$ cat src/rtl/ddr_cmd_encoder.sv
module ddr_cmd_encoder #(
  parameter int BA_W   = 2,
  parameter int ROW_W  = 13,
  parameter int COL_W  = 10,
  parameter int AP_BIT = 10,
  parameter int T_RCD  = 3,
  parameter int T_RAS  = 6,
  parameter int T_RP   = 3
) (
  input  logic             clk,
  input  logic             rst_n,
  input  logic             req_valid,
  input  logic [2:0]       req_op,
  input  logic [BA_W-1:0]  req_bank,
  input  logic [ROW_W-1:0] req_addr,
  input  logic             req_ap,
  output logic             cmd_cs_n,
  output logic             cmd_ras_n,
  output logic             cmd_cas_n,
  output logic             cmd_we_n,
  output logic [BA_W-1:0]  cmd_ba,
  output logic [ROW_W-1:0] cmd_addr,
  output logic             req_err,
  output logic [(1<<BA_W)-1:0] open_mask,
  output logic [ROW_W-1:0] open_row
);
  localparam int NB = 1 << BA_W;
  localparam int TM = (T_RAS > T_RCD) ? ((T_RAS > T_RP) ? T_RAS : T_RP)
                                      : ((T_RCD > T_RP) ? T_RCD : T_RP);
  localparam int CW = $clog2(TM + 1);

  localparam logic [2:0] OP_ACT = 3'd1, OP_RD = 3'd2, OP_WR = 3'd3,
                         OP_PRE = 3'd4, OP_REF = 3'd5, OP_MRS = 3'd6;
  localparam logic [3:0] C_ACT = 4'b0011, C_RD = 4'b0101, C_WR = 4'b0100,
                         C_PRE = 4'b0010, C_REF = 4'b0001, C_MRS = 4'b0000,
                         C_NOP = 4'b0111;

  logic             open_q [NB];
  logic             pend_q [NB];
  logic [ROW_W-1:0] row_q  [NB];
  logic [CW-1:0]    rcd_c  [NB];
  logic [CW-1:0]    ras_c  [NB];
  logic [CW-1:0]    rp_c   [NB];

  logic all_idle, all_ras_ok, accept, do_cmd, err_n, is_rw;
  logic [3:0]       nxt_cmd;
  logic [BA_W-1:0]  nxt_ba;
  logic [ROW_W-1:0] nxt_addr;

  wire sel_open = open_q[req_bank];
  wire sel_pend = pend_q[req_bank];

  always_comb begin
    all_idle   = 1'b1;
    all_ras_ok = 1'b1;
    for (int b = 0; b < NB; b++) begin
      open_mask[b] = open_q[b];
      if (open_q[b] || rp_c[b] != '0) all_idle = 1'b0;
      if (open_q[b] && ras_c[b] != '0) all_ras_ok = 1'b0;
    end
  end

  assign open_row = row_q[req_bank];
  assign is_rw    = (req_op == OP_RD) || (req_op == OP_WR);

  always_comb begin
    accept   = 1'b0;
    nxt_cmd  = C_NOP;
    nxt_ba   = '0;
    nxt_addr = '0;
    case (req_op)
      OP_ACT: begin
        accept   = !sel_open && rp_c[req_bank] == '0;
        nxt_cmd  = C_ACT;
        nxt_ba   = req_bank;
        nxt_addr = req_addr;
      end
      OP_RD, OP_WR: begin
        accept   = sel_open && !sel_pend && rcd_c[req_bank] == '0;
        nxt_cmd  = (req_op == OP_RD) ? C_RD : C_WR;
        nxt_ba   = req_bank;
        nxt_addr[COL_W-1:0] = req_addr[COL_W-1:0];
        nxt_addr[AP_BIT]    = req_ap;
      end
      OP_PRE: begin
        accept   = req_ap ? all_ras_ok : (!sel_open || ras_c[req_bank] == '0);
        nxt_cmd  = C_PRE;
        nxt_ba   = req_ap ? '0 : req_bank;
        nxt_addr[AP_BIT] = req_ap;
      end
      OP_REF: begin
        accept  = all_idle;
        nxt_cmd = C_REF;
      end
      OP_MRS: begin
        accept   = all_idle;
        nxt_cmd  = C_MRS;
        nxt_ba   = req_bank;
        nxt_addr = req_addr;
      end
      default: ;
    endcase
  end

  assign do_cmd = req_valid && accept;
  assign err_n  = req_valid && !accept && req_op != 3'd0 && req_op != 3'd7;

  always_ff @(posedge clk) begin
    if (!rst_n) begin
      {cmd_cs_n, cmd_ras_n, cmd_cas_n, cmd_we_n} <= C_NOP;
      cmd_ba   <= '0;
      cmd_addr <= '0;
      req_err  <= 1'b0;
    end else begin
      {cmd_cs_n, cmd_ras_n, cmd_cas_n, cmd_we_n} <= do_cmd ? nxt_cmd : C_NOP;
      cmd_ba   <= do_cmd ? nxt_ba : '0;
      cmd_addr <= do_cmd ? nxt_addr : '0;
      req_err  <= err_n;
    end
  end

  for (genvar b = 0; b < NB; b++) begin : g_bank
    wire hit    = req_bank == BA_W'(b);
    wire act_b  = do_cmd && req_op == OP_ACT && hit;
    wire rwap_b = do_cmd && is_rw && req_ap && hit;
    wire close_b = (do_cmd && req_op == OP_PRE && (req_ap || hit) && open_q[b])
                || (rwap_b && ras_c[b] == '0)
                || (pend_q[b] && ras_c[b] == '0);

    always_ff @(posedge clk) begin
      if (!rst_n) begin
        open_q[b] <= 1'b0;
        pend_q[b] <= 1'b0;
        row_q[b]  <= '0;
        rcd_c[b]  <= '0;
        ras_c[b]  <= '0;
        rp_c[b]   <= '0;
      end else begin
        rcd_c[b] <= rcd_c[b] - CW'(rcd_c[b] != '0);
        ras_c[b] <= ras_c[b] - CW'(ras_c[b] != '0);
        rp_c[b]  <= rp_c[b]  - CW'(rp_c[b]  != '0);
        if (act_b) begin
          open_q[b] <= 1'b1;
          row_q[b]  <= req_addr;
          rcd_c[b]  <= CW'(T_RCD - 1);
          ras_c[b]  <= CW'(T_RAS - 1);
        end else if (close_b) begin
          open_q[b] <= 1'b0;
          pend_q[b] <= 1'b0;
          rp_c[b]   <= CW'(T_RP - 1);
        end else if (rwap_b) begin
          pend_q[b] <= 1'b1;
        end
      end
    end
  end

  wire [3:0] cmd_now = {cmd_cs_n, cmd_ras_n, cmd_cas_n, cmd_we_n};


  act_closed_chk: assert property (@(posedge clk) disable iff (!rst_n)
    cmd_now == C_ACT |-> ((($past(open_mask) >> cmd_ba) & 1) == 0));


  col_open_chk: assert property (@(posedge clk) disable iff (!rst_n)
    (cmd_now == C_RD || cmd_now == C_WR) |-> ((($past(open_mask) >> cmd_ba) & 1) != 0));


  idle_only_chk: assert property (@(posedge clk) disable iff (!rst_n)
    (cmd_now == C_REF || cmd_now == C_MRS) |-> $past(open_mask) == '0);


  err_nop_chk: assert property (@(posedge clk) disable iff (!rst_n)
    req_err |-> cmd_now == C_NOP);


  open_by_act_chk: assert property (@(posedge clk) disable iff (!rst_n)
    (open_mask & ~$past(open_mask)) != '0 |-> cmd_now == C_ACT);


  pre_mask_chk: assert property (@(posedge clk) disable iff (!rst_n)
    cmd_now == C_PRE |-> $countones(open_mask) <= $countones($past(open_mask)));
endmodule

$ cat config.mk
export PLATFORM = sky130hd
export DESIGN_NAME = ddr_cmd_encoder
export DESIGN_NICKNAME = d
export VERILOG_FILES = /design/src/rtl/ddr_cmd_encoder.sv
export SDC_FILE = /design/constraint.sdc
export NUM_CORES = 1
export LEC_CHECK = 0
export CAP_MARGIN = 15
export CORE_MARGIN = 2
export CORE_UTILIZATION = 30
export CTS_CLUSTER_SIZE = 28
export DETAILED_ROUTE_END_ITERATION = 10
export SLEW_MARGIN = 20
export SYNTH_ARGS = -nofsm -noshare
export SYNTH_HDL_FRONTEND = slang
export SYNTH_SLANG_ARGS = --single-unit
export TNS_END_PERCENT = 10
$ cat constraint.sdc
create_clock -name clk -period 7.26 [get_ports clk]
set_input_delay 1.452 -clock clk [delete_from_list [all_inputs] [get_ports clk]]
set_output_delay 1.452 -clock clk [all_outputs]
set_load 0.01 [all_outputs]
==> qor.csv, run 1 <==
stage,metric,value,unit
layout,drive_above_1_share,10.9,%
synth,synthXorXnorAreaFrac,2.25,%
flow_run,cap_violations,0,
timing,setup_ws,2.03,ns
critical_path,reg2reg_from,open_q[3],
detailed_routing,wire_per_inst,16.8,um
global_routing,grt_start_max_net_pins,41,
timing,fmax,191,MHz
clock_network,hold_buffers,0,
layout,multi_input_area,2220,um^2
timing,rsz0062_at_grt,false,
critical_path,cpPeakStageDelay,0.87,ns
detailed_routing,drcViolationCount,0,
timing,period_share,72.0,%
floorplan,rows,49,
layout,design_area,6800,um^2
layout,seq_area,2970,um^2
power,leakagePower,2.77,nW
detailed_routing,vias,3772,
global_routing,grt_usage,13.9,%
power,ir_drop,0.156,mV
global_routing,grt_pass1_vias,3801,
synth,synth_compound_area_share,9.44,%
timing,tightest_slew,1.08,ns
timing,fin_setup_tns,0,ns
layout,diodes,0,
power,p_per_area,312,nW/um^2
synth,netlist.area_leader.share,36.9,%
synth,ys_seq_elements,115,
placed_design,dpl.hpwl,8.95,mm
floorplan,fp.dieArea,19300,um^2
power,fin_total_pwr,2.12,mW
clock_network,insertion_delay,0.41,ns
clock_network,htree_levels,4,
synth,async_reset_ff_share,0,%
critical_path,crit_fanout,14,
worst_hold_path,holdPathEnd,rcd_c[0][2],
layout,fillerInstances,1688,
synth,yosys.area.top_type,edfxtp_1,
clock_network,clockRootBuffer,clkbuf_16,
floorplan,pin_count,59,
placed_design,placedCellCount,737,
layout,fin_util,38.0,%
worst_hold_path,min_from,rcd_c[0][2],
synth,synth_top_family_by_area,simple AND/OR/NAND/NOR gates,
placed_design,place_congestion,0.885,
global_routing,antenna_found_initial,0,
outcome,outcome,finished clean,
synth,synth_mux_area_share,5.97,%
synth,yosys_warnings,0,
detailed_routing,ant_nets,0,
critical_path,path_cells,clkdlybuf4s50_1 > buf_4 > mux4_2 > clkdlybuf4s50_1,
critical_path,arrival,3.77,ns
placed_design,port_buffers,57,
worst_hold_path,min_path_type,flop to flop,
synth,avgSynthCellArea,11.7,um^2
timing,final_max_slew_viol_count,0,
critical_path,worstPathRequired,5.81,ns
critical_path,critPathBufInv,3,
detailed_routing,drtPass1Iterations,4,
placed_design,place_area,6220,um^2
clock_network,cts_tree,built,
layout,finalNonFillerCells,769,
critical_path,worst_setup_path_start_kind,input port,
detailed_routing,drt-vias-per-instance,4.91,
floorplan,die_w,139,um
timing,slew_headroom,27.7,%
clock_network,cts_buffers,17,
critical_path,crit_top_cell,clkdlybuf4s50_1,
critical_path,slowest_stage,clkdlybuf4s50_1,
synth,synthCells,466,
detailed_routing,drt-initial-drc-count,222,
clock_network,clock_path_buffers,2,
timing,finalHoldViolCount,0,
floorplan,start_util,30.4,%
worst_hold_path,whs_path_depth,2,
timing,timing.final.crit_period,5.23,ns
critical_path,ff2ff_setup_slack,4.27,ns
floorplan,core,17900,um^2
critical_path,crit_family,buffers and inverters,
critical_path,endpoint_kind,output port,
timing,holdWs,0.529,ns
placed_design,post-place-ws,2.02,ns
timing,clock_skew,0.00863,ns
clock_network,cts_resized,0,
global_routing,grt_first_pass_wirelength,20.7,mm
detailed_routing,drt-total-wl,12.9,mm
synth,ys_seq_area_share,54.6,%
clock_network,cts_setup_buffers,0,
synth,syn_area,5450,um^2
critical_path,rr_worst_depth,6,
floorplan,die_h,139,um
synth,synth_edf_count,67,
synth,synthTopCellsByArea,"edfxtp_1 37%, dfxtp_1 18%, mux4_2 5.8%",
synth,synth_ff_type,edfxtp_1,
synth,ys_types,56,
synth,synthAdderAreaFrac,5.51,%
timing,finalSetupViolCount,0,
synth,yosys.area_share.simple,16.8,%
clock_network,clock-sinks,115,
clock_network,path_clk_slew,0.05,ns
critical_path,worstSetupPathType,input port to output port,
layout,fin_nets,573,
layout,area_growth,24.8,%
critical_path,rr_endpoint,pend_q[1],
global_routing,grt_overflow,0,
where the power goes:
part / internal, mW / leakage [nW] / switching, mW / total [mW]
logic: 0.222 / 1.40 / 0.253 / 0.475
clock network: 0.535 / 0.278 / 0.285 / 0.820
registers: 0.783 / 1.09 / 0.0465 / 0.829
total: 1.54 / 2.77 / 0.584 / 2.12
worst register-to-register path, cell delays in order, from the launching register on:
cell and delay (ns):
edfxtp_1 0.50, mux4_2 0.58, nor4b_4 0.40, and2_1 0.39, a21o_2 0.54, a211oi_1 0.15
o2bb2ai_1 0.17
metal layers:
metal  global-route usage (%)  up-vias  routed length, um
met4                     5.90        0                246
met2                     23.2      119               6370
met1                     16.5     1832               5500
li1                         -     1797                  -
met3                     4.49       24                764
met5                        0        -                  0
cells in the final DEF, fill, tap and decap left out, types with 3 or more instances in the layout:
cell,n
or3_1,5
o21a_1,4
and3_1,45
bufinv_16,3
nor2_1,22
nand3_1,5
inv_1,36
o22ai_1,5
clkinv_2,4
a21oi_1,19
nor2b_1,4
buf_4,5
conb_1,10
o21ai_0,9
edfxtp_1,67
ha_1,24
dfxtp_1,48
o211ai_1,3
clkbuf_16,17
o31ai_1,3
nor3_1,12
clkdlybuf4s50_1,57
clkbuf_1,4
and2_1,32
mux4_2,14
nor4_1,5
a211oi_1,6
nand2_1,19
xnor2_1,12
cell families (layout without fill, tap and decap cells):
logic type | count (synthesis) | count (layout)
other | 2 | 10
muxes | 15 | 15
and+or+nand+nor | 161 | 161
buffers and inverters | 65 | 131
adders and majority gates | 24 | 24
AOI/OAI and AO/OA | 70 | 70
xor gates and xnor gates | 14 | 14
DFF | 115 | 115
synth_stat cells, types with 3 or more instances:
master,n
a211oi_1,6
a21oi_1,19
and2_1,32
and3_1,45
buf_2,4
buf_4,9
clkbuf_1,13
dfxtp_1,48
edfxtp_1,67
ha_1,24
inv_1,36
mux4_2,14
nand2_1,19
nand3_1,5
nor2_1,22
nor2b_1,4
nor3_1,12
nor4_1,5
o211ai_1,3
o21a_1,4
o21ai_0,9
o22ai_1,5
o31ai_1,3
or3_1,5
xnor2_1,12
flip-flops by register name (all words and copies together) (netlist names):
register and flops:
rcd_c 12, cmd_cas_n 1, rp_c 12, ras_c 12
pend_q 4, open_q 4, cmd_ba 2, row_q 52
cmd_addr 13, cmd_ras_n 1, req_err 1, cmd_we_n 1
worst max-delay path by stage:
stage,start,end,slack (ns),depth (start not counted)
finish,req_bank[0],open_row[0],2.03,4
global route,req_bank[0],open_row[0],1.97,4
CTS,req_bank[0],open_row[0],2.02,4
detailed placement,req_bank[0],open_row[0],2.02,4
global placement,req_bank[0],open_row[0],2.04,4
floorplan,req_bank[0],open_row[10],2.98,4
final cells by class:
class	count	share of cell area (%)
Sequential cell	115	43.7
Clock inverter	11	2.02
Clock buffer	21	6.48
Timing Repair Buffer	62	8.94
Inverter	37	2.04
Tap cell	229	4.21
Multi-Input combinational cell	294	32.6
No activity file was read; power rests on OpenSTA's default activity.
==> run 2: changes to the inputs <==
==> constraint.sdc (replaced) <==
create_clock -name clk -period 4.7 [get_ports clk]
set_input_delay 0.94 -clock clk [delete_from_list [all_inputs] [get_ports clk]]
set_output_delay 0.94 -clock clk [all_outputs]
set_load 0.01 [all_outputs]
==> run 2 against run 1 <==
Sequential cell count did not move; final cell count rose by 1.3%; cell area rose by 0.68%; first-iteration DRC count rose by 5.4%; largest power group unchanged; clock skew fell by 0.0021 ns; via count rose by 1.2%; critical path type unchanged; combinational power rose by 59%; sequential power rose by 54%; count of clock-buffer cells in the layout fell by 1; utilization rose by 0.26 points; sequential share of layout area fell by 0.30 points; global-route usage barely moved.
==> qor.csv, run 2 (synthesis gave the netlist of run 1 again) <==
stage,metric,value,unit
outcome,outcome,finished clean,
timing,fin_setup_tns,0,ns
layout,multi_input_area,2220,um^2
layout,largest_register_ffs,52,
floorplan,rows,49,
clock_network,htree_levels,4,
clock_network,clockRootBuffer,clkbuf_16,
placed_design,placedCellCount,747,
detailed_routing,ant_nets,0,
floorplan,fp.dieArea,19300,um^2
layout,fin_util,38.2,%
clock_network,path_clk_slew,0.05,ns
layout,drive_above_1_share,12.5,%
detailed_routing,vias,3817,
layout,seq_area,2970,um^2
floorplan,start_util,30.4,%
floorplan,pin_count,59,
critical_path,arrival,3.01,ns
layout,largest_register,row_q,
power,leakagePower,2.80,nW
placed_design,port_buffers,57,
critical_path,worstSetupPathType,input port to output port,
layout,fin_nets,583,
power,p_int,2.29,mW
timing,tightest_slew,0.690,ns
detailed_routing,drt-initial-drc-count,234,
detailed_routing,drcViolationCount,0,
clock_network,cts_buffers,17,
worst_hold_path,min_path_type,flop to flop,
layout,area_growth,25.6,%
layout,fillerInstances,1707,
power,ir_drop,0.233,mV
timing,timing.final.crit_period,3.95,ns
flow_run,cap_violations,0,
timing,rsz0062_at_grt,false,
detailed_routing,drt-total-wl,12.8,mm
timing,period_share,84.0,%
power,switching_power,0.901,mW
timing,slew_headroom,53.9,%
global_routing,antenna_found_initial,0,
power,p_per_area,466,nW/um^2
detailed_routing,wire_per_inst,16.4,um
clock_network,clock-sinks,115,
timing,final_max_slew_viol_count,0,
power,power_frac_clock,36.2,%
critical_path,crit_fanout,21,
clock_network,clock_path_buffers,2,
critical_path,worst_setup_path_start_kind,input port,
timing,fmax,253,MHz
clock_network,cts_resized,0,
timing,clock_skew,0.00655,ns
global_routing,grt_start_max_net_pins,40,
power,seq_power_share,40.1,%
floorplan,die_w,139,um
power,combPwrFrac,23.7,%
global_routing,grt_pass1_vias,3923,
layout,finalNonFillerCells,779,
power,fin_total_pwr,3.19,mW
placed_design,dpl.hpwl,9.01,mm
detailed_routing,drtPass1Iterations,5,
layout,layout_common_cells,"67 x edfxtp_1, 57 x clkdlybuf4s50_1, 48 x dfxtp_1",
global_routing,grt_overflow,0,
global_routing,grt_first_pass_wirelength,20.6,mm
floorplan,core,17900,um^2
detailed_routing,drt-vias-per-instance,4.90,
clock_network,cts_setup_buffers,0,
critical_path,worstPathRequired,3.76,ns
clock_network,insertion_delay,0.41,ns
critical_path,endpoint_kind,output port,
power,swShare,28.2,%
global_routing,grt_usage,13.9,%
placed_design,place_congestion,0.921,
timing,finalSetupViolCount,0,
layout,reg_top3,"row_q: 52 flops, cmd_addr: 13 flops",
floorplan,die_h,139,um
layout,diodes,0,
clock_network,cts_tree,built,
clock_network,hold_buffers,0,
layout,final_common_cell,edfxtp_1,
timing,finalHoldViolCount,0,
-- run 2: cell count changes in the layout (fill, tap and decap cells not counted), sizes merged --
cell,previous run,this run
buf,5,15
bufinv,3,1
clkbuf,21,20
clkinv,7,10
-- run 2: through the flow --
step           cell area [um^2]  hold WS [ns]  setup slack (ns)
2_1_floorplan              5480         0.475              1.44
3_3_place_gp               6310         0.496             0.703
3_5_place_dp               6310         0.514             0.683
4_1_cts                    6850         0.526             0.721
5_1_grt                    6850         0.572             0.661
6_report                   6850         0.520             0.752
-- run 2: final timing paths --
kind                from     endpoint  slack (ns)  cells after the start
max reg2reg    open_q[3]  row_q[3][1]        1.85                      6
min          rcd_c[0][2]  rcd_c[0][2]        0.52                      2
min reg2reg  rcd_c[0][2]  rcd_c[0][2]        0.52                      2
max          req_bank[0]  open_row[0]        0.75                      4
-- run 2: routing by layer --
metal / vias up / wire length (um) / track usage, %
li1: 1813 / - / -
met1: 1857 / 5310 / 16.8
met2: 125 / 6280 / 22.9
met3: 22 / 864 / 4.18
met4: 0 / 300 / 6.54
met5: - / 0 / 0
-- run 2: area by class of cell --
type                    instances  share of cell area [%]
flip-flops and latches        115                    43.4
multi-input cells             294                    32.4
repair buffers                 72                    10.2
clock buffers                  20                    6.52
well taps                     229                    4.18
inverters                      37                    2.03
clock inverters                12                    1.32
-- run 2: power groups by stage --
stage | registers, mW | logic (mW) | clock network (mW)
2_1_floorplan | 1.28 | 0.536 | 0
3_3_place_gp | 1.29 | 0.712 | 0
3_5_place_dp | 1.30 | 0.762 | 0
4_1_cts | 1.28 | 0.772 | 1.18
5_1_grt | 1.29 | 0.881 | 1.23
6_report | 1.28 | 0.756 | 1.16
-- run 2: critical path, stage by stage --
cell and delay (ns):
clkdlybuf4s50_1 0.60, buf_4 0.39, mux4_2 0.57, clkdlybuf4s50_1 0.50
==> run 3: changes to the inputs <==
==> constraint.sdc (replaced) <==
create_clock -name clk -period 3.9 [get_ports clk]
set_input_delay 0.78 -clock clk [delete_from_list [all_inputs] [get_ports clk]]
set_output_delay 0.78 -clock clk [all_outputs]
set_load 0.01 [all_outputs]
==> run 3 against run 2 <==
Worst hold slack gained 0.0069 ns; utilization increased by 0.95 points; worst setup slack got worse by 0.43 ns; sequential power is 20% higher; final cell count grew 1.0%; critical endpoint is now open_row[10].
==> qor.csv, run 3 (synthesis gave the netlist of run 1 again) <==
stage,metric,value,unit
outcome,outcome,finished clean,
layout,largest_register_ffs,52,
placed_design,place_area,6420,um^2
placed_design,place_congestion,0.848,
global_routing,grt_overflow,0,
layout,fin_nets,593,
detailed_routing,wire_per_inst,17.3,um
floorplan,pin_count,59,
timing,holdWs,0.527,ns
layout,diodes,0,
clock_network,cts_resized,0,
layout,design_area,7020,um^2
timing,timing.final.crit_period,3.58,ns
clock_network,hold_buffers,0,
power,leakagePower,2.90,nW
global_routing,grt_pass1_vias,4052,
critical_path,worst_setup_path_start_kind,input port,
timing,tightest_slew,0.519,ns
detailed_routing,ant_nets,0,
clock_network,clock_path_buffers,2,
placed_design,port_buffers,57,
floorplan,start_util,30.4,%
layout,final_common_cell,edfxtp_1,
critical_path,slowest_stage,clkdlybuf4s50_1,
critical_path,crit_top_cell,clkdlybuf4s50_1,
detailed_routing,drt-total-wl,13.6,mm
timing,finalSetupViolCount,0,
detailed_routing,drt-initial-drc-count,264,
clock_network,clockRootBuffer,clkbuf_16,
layout,fillerInstances,1692,
global_routing,grt_first_pass_wirelength,21.9,mm
detailed_routing,drcViolationCount,0,
clock_network,cts_buffers,17,
flow_run,cap_violations,0,
critical_path,ff2ff_setup_slack,1.27,ns
layout,area_growth,28.8,%
layout,seq_area,2970,um^2
power,p_per_area,578,nW/um^2
layout,drive_above_1_share,14.2,%
clock_network,clock-sinks,115,
clock_network,cts_setup_buffers,0,
critical_path,path_cells,clkdlybuf4s50_1 > buf_12 > mux4_2 > clkdlybuf4s50_1,
floorplan,die_w,139,um
floorplan,core,17900,um^2
critical_path,crit_fanout,20,
worst_hold_path,min_path_type,flop to flop,
critical_path,endpoint_kind,output port,
timing,finalHoldViolCount,0,
timing,rsz0062_at_grt,false,
global_routing,grt_start_max_net_pins,40,
timing,fmax,279,MHz
detailed_routing,vias,3841,
timing,slew_headroom,65.1,%
global_routing,grt_usage,14.8,%
critical_path,worstPathRequired,3.12,ns
layout,layout_common_cells,"67 x edfxtp_1, 57 x clkdlybuf4s50_1, 48 x dfxtp_1",
critical_path,arrival,2.80,ns
clock_network,htree_levels,4,
timing,period_share,91.7,%
detailed_routing,drt-vias-per-instance,4.88,
clock_network,cts_tree,built,
clock_network,path_clk_slew,0.05,ns
power,ir_drop,0.273,mV
layout,multi_input_area,2220,um^2
timing,clock_skew,0.0118,ns
floorplan,fp.dieArea,19300,um^2
timing,final_max_slew_viol_count,0,
floorplan,die_h,139,um
timing,fin_setup_tns,0,ns
global_routing,antenna_found_initial,0,
detailed_routing,drtPass1Iterations,4,
clock_network,insertion_delay,0.42,ns
critical_path,cpPeakStageDelay,0.70,ns
layout,reg_top3,"row_q: 52 flops, cmd_addr: 13 flops",
floorplan,rows,49,
critical_path,worstSetupPathType,input port to output port,
placed_design,dpl.hpwl,9.47,mm
layout,largest_register,row_q,
==> run 3: power by group <==
part	total, mW	switching, mW	leakage [nW]	internal (mW)
sequential	1.54	0.0857	1.09	1.46
combinational	0.923	0.483	1.52	0.440
clock	1.59	0.537	0.294	1.05
total	4.05	1.11	2.90	2.95
==> run 3: worst paths after layout <==
check            endpoint   startpoint  cells past startpoint
max          open_row[10]  req_bank[0]                      4
max reg2reg   cmd_addr[4]  ras_c[2][0]                      7
min reg2reg   rcd_c[3][2]  rcd_c[3][2]                      2
min           rcd_c[3][2]  rcd_c[3][2]                      2
==> run 3: worst max-delay path, delay by kind of cell <==
family / cells / cell delay [ns]
buffers and inverters: 3 / 1.45
muxes: 1 / 0.55
==> run 3: layer usage <==
| metal | global-route usage, % | part of all wire [%] | vias up | routed length, um |
|---|---|---|---|---|
| met5 | 0 | 0 | - | 0 |
| met4 | 5.58 | 1.6 | 0 | 214 |
| met1 | 17.3 | 42 | 1887 | 5700 |
| li1 | - | - | 1835 | - |
| met2 | 26.3 | 53 | 99 | 7170 |
| met3 | 3.45 | 3.8 | 20 | 512 |
==> run 3: area by class of cell <==
cell class                      count  area share (%)
Inverter                           37            1.98
Tap cell                          229            4.08
Clock inverter                     12            2.35
Multi-Input combinational cell    294            31.6
Timing Repair Buffer               82            11.5
Clock buffer                       18            6.12
Sequential cell                   115            42.4
==> run 3: stage by stage <==
step	power (mW)	setup WS (ns)	std cells	util [%]
5_1_grt	4.29	0.242	787	39.2
6_report	4.05	0.322	787	39.2
2_1_floorplan	2.19	0.962	474	-
3_3_place_gp	2.42	0.263	757	35.9
3_5_place_dp	2.50	0.180	757	35.9
4_1_cts	4.10	0.286	787	39.2
